[config.mk]
export PLATFORM = sky130hd
export DESIGN_NAME = audio_csr
export DESIGN_NICKNAME = d
export VERILOG_FILES = /design/src/rtl/audio_csr_pkg.sv /design/src/rtl/audio_csr_dec.sv /design/src/rtl/audio_csr_regs.sv /design/src/rtl/audio_csr.sv
export SDC_FILE = /design/constraint.sdc
export NUM_CORES = 1
export LEC_CHECK = 0
export BUFFER_PORTS_ARGS = -buffer_cell sky130_fd_sc_hd__buf_2
export CAP_MARGIN = 0
export CORE_ASPECT_RATIO = 1.2
export CORE_MARGIN = 4
export CORE_UTILIZATION = 40
export DETAILED_ROUTE_END_ITERATION = 10
export GPL_TIMING_DRIVEN = 0
export PLACE_DENSITY = 0.66
export SYNTH_ARGS = -nofsm -noshare
export SYNTH_HDL_FRONTEND = slang
export SYNTH_HIERARCHICAL = 1
export SYNTH_SLANG_ARGS = --single-unit
[constraint.sdc]
create_clock -name clk -period 5.2 [get_ports clk]
set_input_delay 0 -clock clk [delete_from_list [all_inputs] [get_ports clk]]
set_output_delay 0 -clock clk [all_outputs]
set_load 0.005 [all_outputs]
[src/rtl/audio_csr_pkg.sv]
package audio_csr_pkg;

  localparam int DATA_W = 32;
  localparam int LANES  = DATA_W / 8;

  // byte offsets of the local registers
  localparam int OFS_CTL  = 'h00;
  localparam int OFS_STAT = 'h04;
  localparam int OFS_PAGE = 'h0C;
  localparam int OFS_SCTL = 'h20;

  // paged window bounds
  localparam int PAGED_LO = 'h30;
  localparam int PAGED_HI = 'h3F;

  // bit positions (channel index c: 0 capture, 1 playback B, 2 playback A)
  localparam int CTL_EN_LSB      = 4;   // control enable = CTL_EN_LSB + c
  localparam int SCTL_INTEN_MSB  = 10;  // int enable = SCTL_INTEN_MSB - c
  localparam int SCTL_PAUSE_B    = 12;  // pause = SCTL_PAUSE_B + 1 - c, c >= 1

  typedef enum logic [1:0] {
    SZ_BYTE = 2'd0,
    SZ_HALF = 2'd1,
    SZ_WORD = 2'd2,
    SZ_RSVD = 2'd3
  } acc_size_e;

  typedef enum logic [2:0] {
    RD_NONE = 3'd0,
    RD_CTL  = 3'd1,
    RD_STAT = 3'd2,
    RD_PAGE = 3'd3,
    RD_SCTL = 3'd4
  } rd_sel_e;

  typedef struct packed {
    logic [LANES-1:0] ctlLane;
    logic [LANES-1:0] sctlLane;
    logic             pageWr;
    rd_sel_e          rdSel;
    logic [1:0]       laneOfs;
    acc_size_e        rdSize;
  } csr_strobe_t;

endpackage

[src/rtl/audio_csr_dec.sv]
module audio_csr_dec
  import audio_csr_pkg::*;
#(
  parameter int ADDR_W = 8,
  parameter int PAGE_W = 4,
  localparam int EFF_W = ADDR_W + PAGE_W
) (
  input  logic              busValid,
  input  logic              busWrite,
  input  logic [ADDR_W-1:0] busAddr,
  input  logic [1:0]        busSize,
  input  logic [PAGE_W-1:0] pageVal,
  output logic [EFF_W-1:0]  effAddr,
  output csr_strobe_t       strobe
);

  localparam int IDX_W = EFF_W - 2;
  localparam logic [IDX_W-1:0] IDX_CTL  = IDX_W'(OFS_CTL  >> 2);
  localparam logic [IDX_W-1:0] IDX_STAT = IDX_W'(OFS_STAT >> 2);
  localparam logic [IDX_W-1:0] IDX_PAGE = IDX_W'(OFS_PAGE >> 2);
  localparam logic [IDX_W-1:0] IDX_SCTL = IDX_W'(OFS_SCTL >> 2);
  localparam logic [ADDR_W-1:0] WIN_LO = ADDR_W'(PAGED_LO);
  localparam logic [ADDR_W-1:0] WIN_HI = ADDR_W'(PAGED_HI);

  acc_size_e        sizeE;
  logic             aligned;
  logic [LANES-1:0] laneBits;
  logic             inPaged;
  logic [IDX_W-1:0] wordIdx;
  logic             doWr;
  logic             doRd;

  assign sizeE = acc_size_e'(busSize);

  always_comb begin
    aligned  = 1'b0;
    laneBits = '0;
    unique case (sizeE)
      SZ_BYTE: begin
        aligned  = 1'b1;
        laneBits = LANES'(1) << busAddr[1:0];
      end
      SZ_HALF: begin
        aligned  = ~busAddr[0];
        laneBits = LANES'(3) << busAddr[1:0];
      end
      SZ_WORD: begin
        aligned  = (busAddr[1:0] == 2'b00);
        laneBits = '1;
      end
      default: begin
        aligned  = 1'b0;
        laneBits = '0;
      end
    endcase
  end

  // fold page number into the paged window
  assign inPaged = (busAddr >= WIN_LO) && (busAddr <= WIN_HI);
  assign effAddr = inPaged ? {pageVal, busAddr} : {{PAGE_W{1'b0}}, busAddr};
  assign wordIdx = effAddr[EFF_W-1:2];

  assign doWr = busValid && aligned && busWrite;
  assign doRd = busValid && aligned && !busWrite;

  always_comb begin
    strobe          = '0;
    strobe.laneOfs  = busAddr[1:0];
    strobe.rdSize   = sizeE;
    strobe.rdSel    = RD_NONE;
    if (doWr) begin
      if (wordIdx == IDX_CTL)  strobe.ctlLane  = laneBits;
      if (wordIdx == IDX_SCTL) strobe.sctlLane = laneBits;
      if (wordIdx == IDX_PAGE) strobe.pageWr   = laneBits[0];
    end
    if (doRd) begin
      if      (wordIdx == IDX_CTL)  strobe.rdSel = RD_CTL;
      else if (wordIdx == IDX_STAT) strobe.rdSel = RD_STAT;
      else if (wordIdx == IDX_PAGE) strobe.rdSel = RD_PAGE;
      else if (wordIdx == IDX_SCTL) strobe.rdSel = RD_SCTL;
    end
  end

endmodule

[src/rtl/audio_csr_regs.sv]
module audio_csr_regs
  import audio_csr_pkg::*;
#(
  parameter int PAGE_W = 4,
  parameter int NUM_CH = 3
) (
  input  logic              clk,
  input  logic              rstN,
  input  csr_strobe_t       strobe,
  input  logic [DATA_W-1:0] busWdata,
  input  logic [NUM_CH-1:0] chanSet,
  output logic [DATA_W-1:0] busRdata,
  output logic [PAGE_W-1:0] pageVal,
  output logic [DATA_W-1:0] ctlQ,
  output logic [DATA_W-1:0] sctlQ,
  output logic [NUM_CH-1:0] pendBits,
  output logic [NUM_CH-1:0] chanRun,
  output logic              irq
);

  logic [DATA_W-1:0] laneData;
  logic [DATA_W-1:0] ctlNext;
  logic [DATA_W-1:0] sctlNext;
  logic [NUM_CH-1:0] pendNext;
  logic [DATA_W-1:0] statusWord;
  logic [DATA_W-1:0] regVal;
  logic [DATA_W-1:0] sizeMask;
  logic              anyPend;

  assign laneData = busWdata << {strobe.laneOfs, 3'b000};

  // byte-lane merge
  for (genvar i = 0; i < LANES; i++) begin : g_lane
    assign ctlNext[8*i +: 8]  = strobe.ctlLane[i]  ? laneData[8*i +: 8] : ctlQ[8*i +: 8];
    assign sctlNext[8*i +: 8] = strobe.sctlLane[i] ? laneData[8*i +: 8] : sctlQ[8*i +: 8];
  end

  // pending bits: clear on enable falling edge wins over a set
  for (genvar c = 0; c < NUM_CH; c++) begin : g_ch
    localparam int EN_POS = SCTL_INTEN_MSB - c;
    logic enOld;
    logic enDrop;
    assign enOld       = sctlQ[EN_POS];
    assign enDrop      = enOld && !sctlNext[EN_POS];
    assign pendNext[c] = (pendBits[c] | (chanSet[c] & enOld)) & ~enDrop;

    if (c == 0) begin : g_nopause
      assign chanRun[c] = ctlQ[CTL_EN_LSB + c];
    end else begin : g_pause
      assign chanRun[c] = ctlQ[CTL_EN_LSB + c] && !sctlQ[SCTL_PAUSE_B + 1 - c];
    end
  end

  always_ff @(posedge clk or negedge rstN) begin
    if (!rstN) begin
      ctlQ     <= '0;
      sctlQ    <= '0;
      pageVal  <= '0;
      pendBits <= '0;
    end else begin
      ctlQ     <= ctlNext;
      sctlQ    <= sctlNext;
      pendBits <= pendNext;
      if (strobe.pageWr) pageVal <= busWdata[PAGE_W-1:0];
    end
  end

  assign anyPend    = |pendBits;
  assign irq        = anyPend;
  assign statusWord = {anyPend, {(DATA_W-1-NUM_CH){1'b0}}, pendBits};

  always_comb begin
    unique case (strobe.rdSel)
      RD_CTL:  regVal = ctlQ;
      RD_STAT: regVal = statusWord;
      RD_PAGE: regVal = {{(DATA_W-PAGE_W){1'b0}}, pageVal};
      RD_SCTL: regVal = sctlQ;
      default: regVal = '0;
    endcase
    unique case (strobe.rdSize)
      SZ_BYTE: sizeMask = DATA_W'(32'h0000_00FF);
      SZ_HALF: sizeMask = DATA_W'(32'h0000_FFFF);
      default: sizeMask = '1;
    endcase
  end

  assign busRdata = (regVal >> {strobe.laneOfs, 3'b000}) & sizeMask;

endmodule

[src/rtl/audio_csr.sv]
module audio_csr
  import audio_csr_pkg::*;
#(
  parameter int ADDR_W = 8,
  parameter int PAGE_W = 4,
  parameter int NUM_CH = 3,
  localparam int EFF_W = ADDR_W + PAGE_W
) (
  input  logic              clk,
  input  logic              rstN,
  input  logic              busValid,
  input  logic              busWrite,
  input  logic [ADDR_W-1:0] busAddr,
  input  logic [1:0]        busSize,
  input  logic [31:0]       busWdata,
  output logic [31:0]       busRdata,
  output logic [EFF_W-1:0]  effAddr,
  input  logic [NUM_CH-1:0] chanSet,
  output logic [NUM_CH-1:0] chanRun,
  output logic [31:0]       ctlOut,
  output logic [31:0]       sctlOut,
  output logic              irq
);

  csr_strobe_t       strobe;
  logic [PAGE_W-1:0] pageVal;
  logic [NUM_CH-1:0] pendBits;

  audio_csr_dec #(
    .ADDR_W(ADDR_W),
    .PAGE_W(PAGE_W)
  ) u_dec (
    .busValid(busValid),
    .busWrite(busWrite),
    .busAddr (busAddr),
    .busSize (busSize),
    .pageVal (pageVal),
    .effAddr (effAddr),
    .strobe  (strobe)
  );

  audio_csr_regs #(
    .PAGE_W(PAGE_W),
    .NUM_CH(NUM_CH)
  ) u_regs (
    .clk     (clk),
    .rstN    (rstN),
    .strobe  (strobe),
    .busWdata(busWdata),
    .chanSet (chanSet),
    .busRdata(busRdata),
    .pageVal (pageVal),
    .ctlQ    (ctlOut),
    .sctlQ   (sctlOut),
    .pendBits(pendBits),
    .chanRun (chanRun),
    .irq     (irq)
  );

endmodule

==> results.txt <==
----------------------------------------------------
[Yosys]
  Fraction of the mapped netlist area in compound gates ... 19.0%
  Share of the synthesized netlist area taken by xor and xnor gates ... 0.191%
  Synthesized area divided by synthesized cell count ... 9.13 um2
  Area fraction in and, or, nand and nor cells after synthesis ... 17.3%
  Netlist cell types ... 51
  Dominant combinational cell family by area after synthesis ... compound AO/OA/AOI/OAI gates
  Synth Register Bits ... 71
  Dominant synthesized flop cell ... sky130_fd_sc_hd__dfrtp_1
  Synth async-reset ratio ... 100%
  Proportion of synthesized area in mux cells ... 16.5%
  Synthesized instance count ... 501
  Count of synthesis-stage warnings from yosys ... 6
  Register area share after synthesis ... 38.8%
  Adder and majority gate portion of the synthesized area ... 0%
  Count of flip-flops with a built-in enable after synthesis ... 0
  Net count after synthesis ... 550
  Cell area after synthesis ... 4580 um2

[Setup path]
  Worst EP required ... 5.20 ns
  Kind of start point of the critical path ... primary input
  Cell breakdown of the critical path ... buf_2 -> nor3_2 -> nand2b_1 -> nor4_1 -> nor3b_4 -> buf_6 -> a22oi_1 -> mux2_2 -> o22ai_1 -> buf_2
  Delay of the slowest critical-path stage ... 0.90 ns
  Maximum net fanout on the critical path ... 10
  Cell type of the slowest stage on the worst timing path ... sky130_fd_sc_hd__nor4_1
  Type of the worst setup path ... primary input to output pin
  Worst Setup End Kind ... output pin
  Most common cell on crit path ... sky130_fd_sc_hd__buf_2
  Worst Path Arrival ... 3.01 ns

[Power and ir drop]
  Worst vdd ir ... 0.000158 V
  Reported leakage power ... 2.98 nW
  Total power per unit cell area ... 242 nW/um2

[Job]
  Max-capacitance violation count ... 0

[GRT]
  Largest net degree at the start of global routing ... 72
  GRT Residual Overflow ... 0
  Via count of the first global-routing pass ... 4,725
  Aggregate global-route resource usage ... 25.7%
  First-pass GRT wire length ... 26,400 um
  Initial antenna violation count ... 0

[Clock tree]
  CTS tree ... done
  Insertion delay of the later-clocked pin in the worst-skew pair ... 0.33 ns
  Clock root buffer ... sky130_fd_sc_hd__clkbuf_16
  Clock Tree Buf Depth ... 2
  Number of gates resized after CTS ... 0
  Hold-fix buffers, CTS ... 12
  Register clock-pin slew on the reported worst setup and hold paths ... 0.06 ns
  Maximum level of the CTS H-tree ... 3
  Number of buffers added by the clock tree synthesis step ... 9
  Post-CTS setup repair buffer count ... 0
  Number of sinks handled by clock tree synthesis ... 71

[Timing]
  Final Max Slew Viols ... 0
  Final hold slack ... 0.0494 ns
  Skew final ... 0.000243 ns
  Final hold viol count ... 0
  Final worst path period share ... 57.9%
  Achievable frequency ... 332 MHz
  Number of setup violations in the final report ... 0
  Setup TNS ... 0 ns
  Worst-case headroom to the max-slew limit ... 29.7%
  Slew at the pin closest to its max-slew limit ... 1.05 ns
  RSZ-0062 raised after global routing ... no
  Post-layout minimum cycle time ... 3.01 ns

[Min path]
  Path type of the worst min-delay path ... primary input to register

[Detailed routing]
  Total via count after detailed routing ... 4,827
  Initial drt markers ... 440
  Total wire length ... 17,300 um
  Antenna viol nets, final ... 0
  DR vias/cell ... 5.75
  Final routed DRC violation total ... 0
  Average detailed-routed wire length per instance ... 20.5 um
  Pre-antenna DRT Iters ... 5

[Floorplan]
  Initial core utilization ... 41.3%
  Count of pins on the block boundary ... 161
  Floorplan core area ... 11,100 um2
  X dimension of the die ... 106 um
  Die outline area ... 13,200 um2
  Cell Rows ... 42
  Vert. Die Dim ... 125 um

[Placement]
  Weighted congestion reported at the end of routability-driven placement ... 0.946
  Sum of net half-perimeters after detailed placement ... 13,500 um
  Number of buffer cells added on primary ports ... 158

[Finish]
  Number of nets in the layout ... 731
  Proportion of layout cells with a drive suffix above 1 ... 36.7%
  Most frequent standard cell in the layout excluding fill and tap cells ... sky130_fd_sc_hd__buf_2
  ANT cells ... 0
  Highest-count cells in the layout ignoring fill and taps ... sky130_fd_sc_hd__buf_2 (167), sky130_fd_sc_hd__dfrtp_1 (71), sky130_fd_sc_hd__nor2_1 (58)
  Area growth syn-to-layout ... 31.1%

[Run status]
  Result of the run ... finished, final reports clean

----------------------------------------------------
-- layer usage --
| layer | global-route usage (%) | up-vias | share of wire [%] | wire length [um] |
|---|---|---|---|---|
| li1 | - | 2165 | - | - |
| met3 | 6.49 | 62 | 9.1 | 1580 |
| met2 | 41.1 | 275 | 47 | 8120 |
| met1 | 32.2 | 2325 | 39 | 6760 |
| met4 | 12.8 | 0 | 4.6 | 790 |
| met5 | 0 | - | 0 | 0 |
-- critical path: cells and delay by family --
family	cells	cell delay, ns
simple gates	4	1.84
compound gates	2	0.34
mux	1	0.30
buf+inv	3	0.52
-- power breakdown --
part | internal [mW] | switching, mW | leakage [nW]
Combinational | 0.0876 | 0.121 | 1.93
Clock | 0.416 | 0.235 | 0.151
Sequential | 0.572 | 0.0198 | 0.906
Total | 1.08 | 0.376 | 2.98
-- cells in the mapped netlist, types with 5 or more instances --
master | count | area [um2]
sky130_fd_sc_hd__dfrtp_1 | 71 | 1780
sky130_fd_sc_hd__mux2_2 | 42 | 473
sky130_fd_sc_hd__inv_1 | 25 | 93.8
sky130_fd_sc_hd__buf_2 | 10 | 50.1
sky130_fd_sc_hd__clkbuf_1 | 11 | 41.3
sky130_fd_sc_hd__a22oi_1 | 11 | 82.6
sky130_fd_sc_hd__mux2i_1 | 28 | 280
sky130_fd_sc_hd__nor3_1 | 5 | 25.0
sky130_fd_sc_hd__nor2b_1 | 14 | 87.6
sky130_fd_sc_hd__o21ai_0 | 22 | 110
sky130_fd_sc_hd__nor2_1 | 58 | 218
sky130_fd_sc_hd__a22o_1 | 5 | 43.8
sky130_fd_sc_hd__nand2_1 | 14 | 52.6
sky130_fd_sc_hd__a211oi_1 | 9 | 67.6
sky130_fd_sc_hd__buf_4 | 15 | 113
sky130_fd_sc_hd__a21oi_1 | 53 | 265
sky130_fd_sc_hd__nand3_1 | 18 | 90.1
sky130_fd_sc_hd__buf_1 | 8 | 30.0
sky130_fd_sc_hd__nand3b_1 | 13 | 97.6
-- cell families (layout without fill, tap and decap cells) --
logic type | Yosys count | after routing
buffers and inverters | 74 | 259
xor gates and xnor gates | 1 | 1
AOI/OAI and AO/OA | 136 | 136
DFF | 71 | 71
and+or+nand+nor | 149 | 149
muxes | 70 | 70
-- registers in the layout (all words and copies together) (netlist names) --
name             cells
u_regs/ctlQ         32
u_regs/sctlQ        32
u_regs/pageVal       4
u_regs/pendBits      3
-- final timing paths --
kind | from | end | slack, ns | cells past startpoint
max reg2reg | u_regs/sctlQ[10] | u_regs/sctlQ[10] | 4.38 | 1
min in group asynchronous | rstN | u_regs/ctlQ[1] | 0.34 | 2
max | busAddr[4] | busRdata[8] | 2.19 | 10
min reg2reg | u_regs/ctlQ[26] | u_regs/ctlQ[26] | 0.53 | 1
max in group asynchronous | rstN | u_regs/ctlQ[16] | 4.25 | 2
min | busWdata[12] | u_regs/sctlQ[20] | 0.05 | 3
-- per-stage QoR --
stage	util, %	area, um2	total power, mW	std cells	setup slack [ns]
final	54.1	6000	1.45	840	2.19
after global routing	54.1	6000	1.50	840	1.90
after CTS	54.1	5990	1.46	840	2.11
after detailed placement	50.2	5560	0.798	813	2.13
after global placement	50.1	5560	0.793	813	2.20
after floorplan	-	4580	0.696	501	2.87
-- area by class of cell --
| type | count | area, um2 |
|---|---|---|
| buffer | 48 | 279 |
| clock buffer | 9 | 225 |
| clock inverter | 6 | 86.3 |
| fill | 1078 | 5090 |
| inverter | 26 | 97.6 |
| multi-input combinational | 356 | 2430 |
| sequential | 71 | 1780 |
| tap | 154 | 193 |
| timing repair buffer | 170 | 913 |
(Power assumes the default switching activity.)
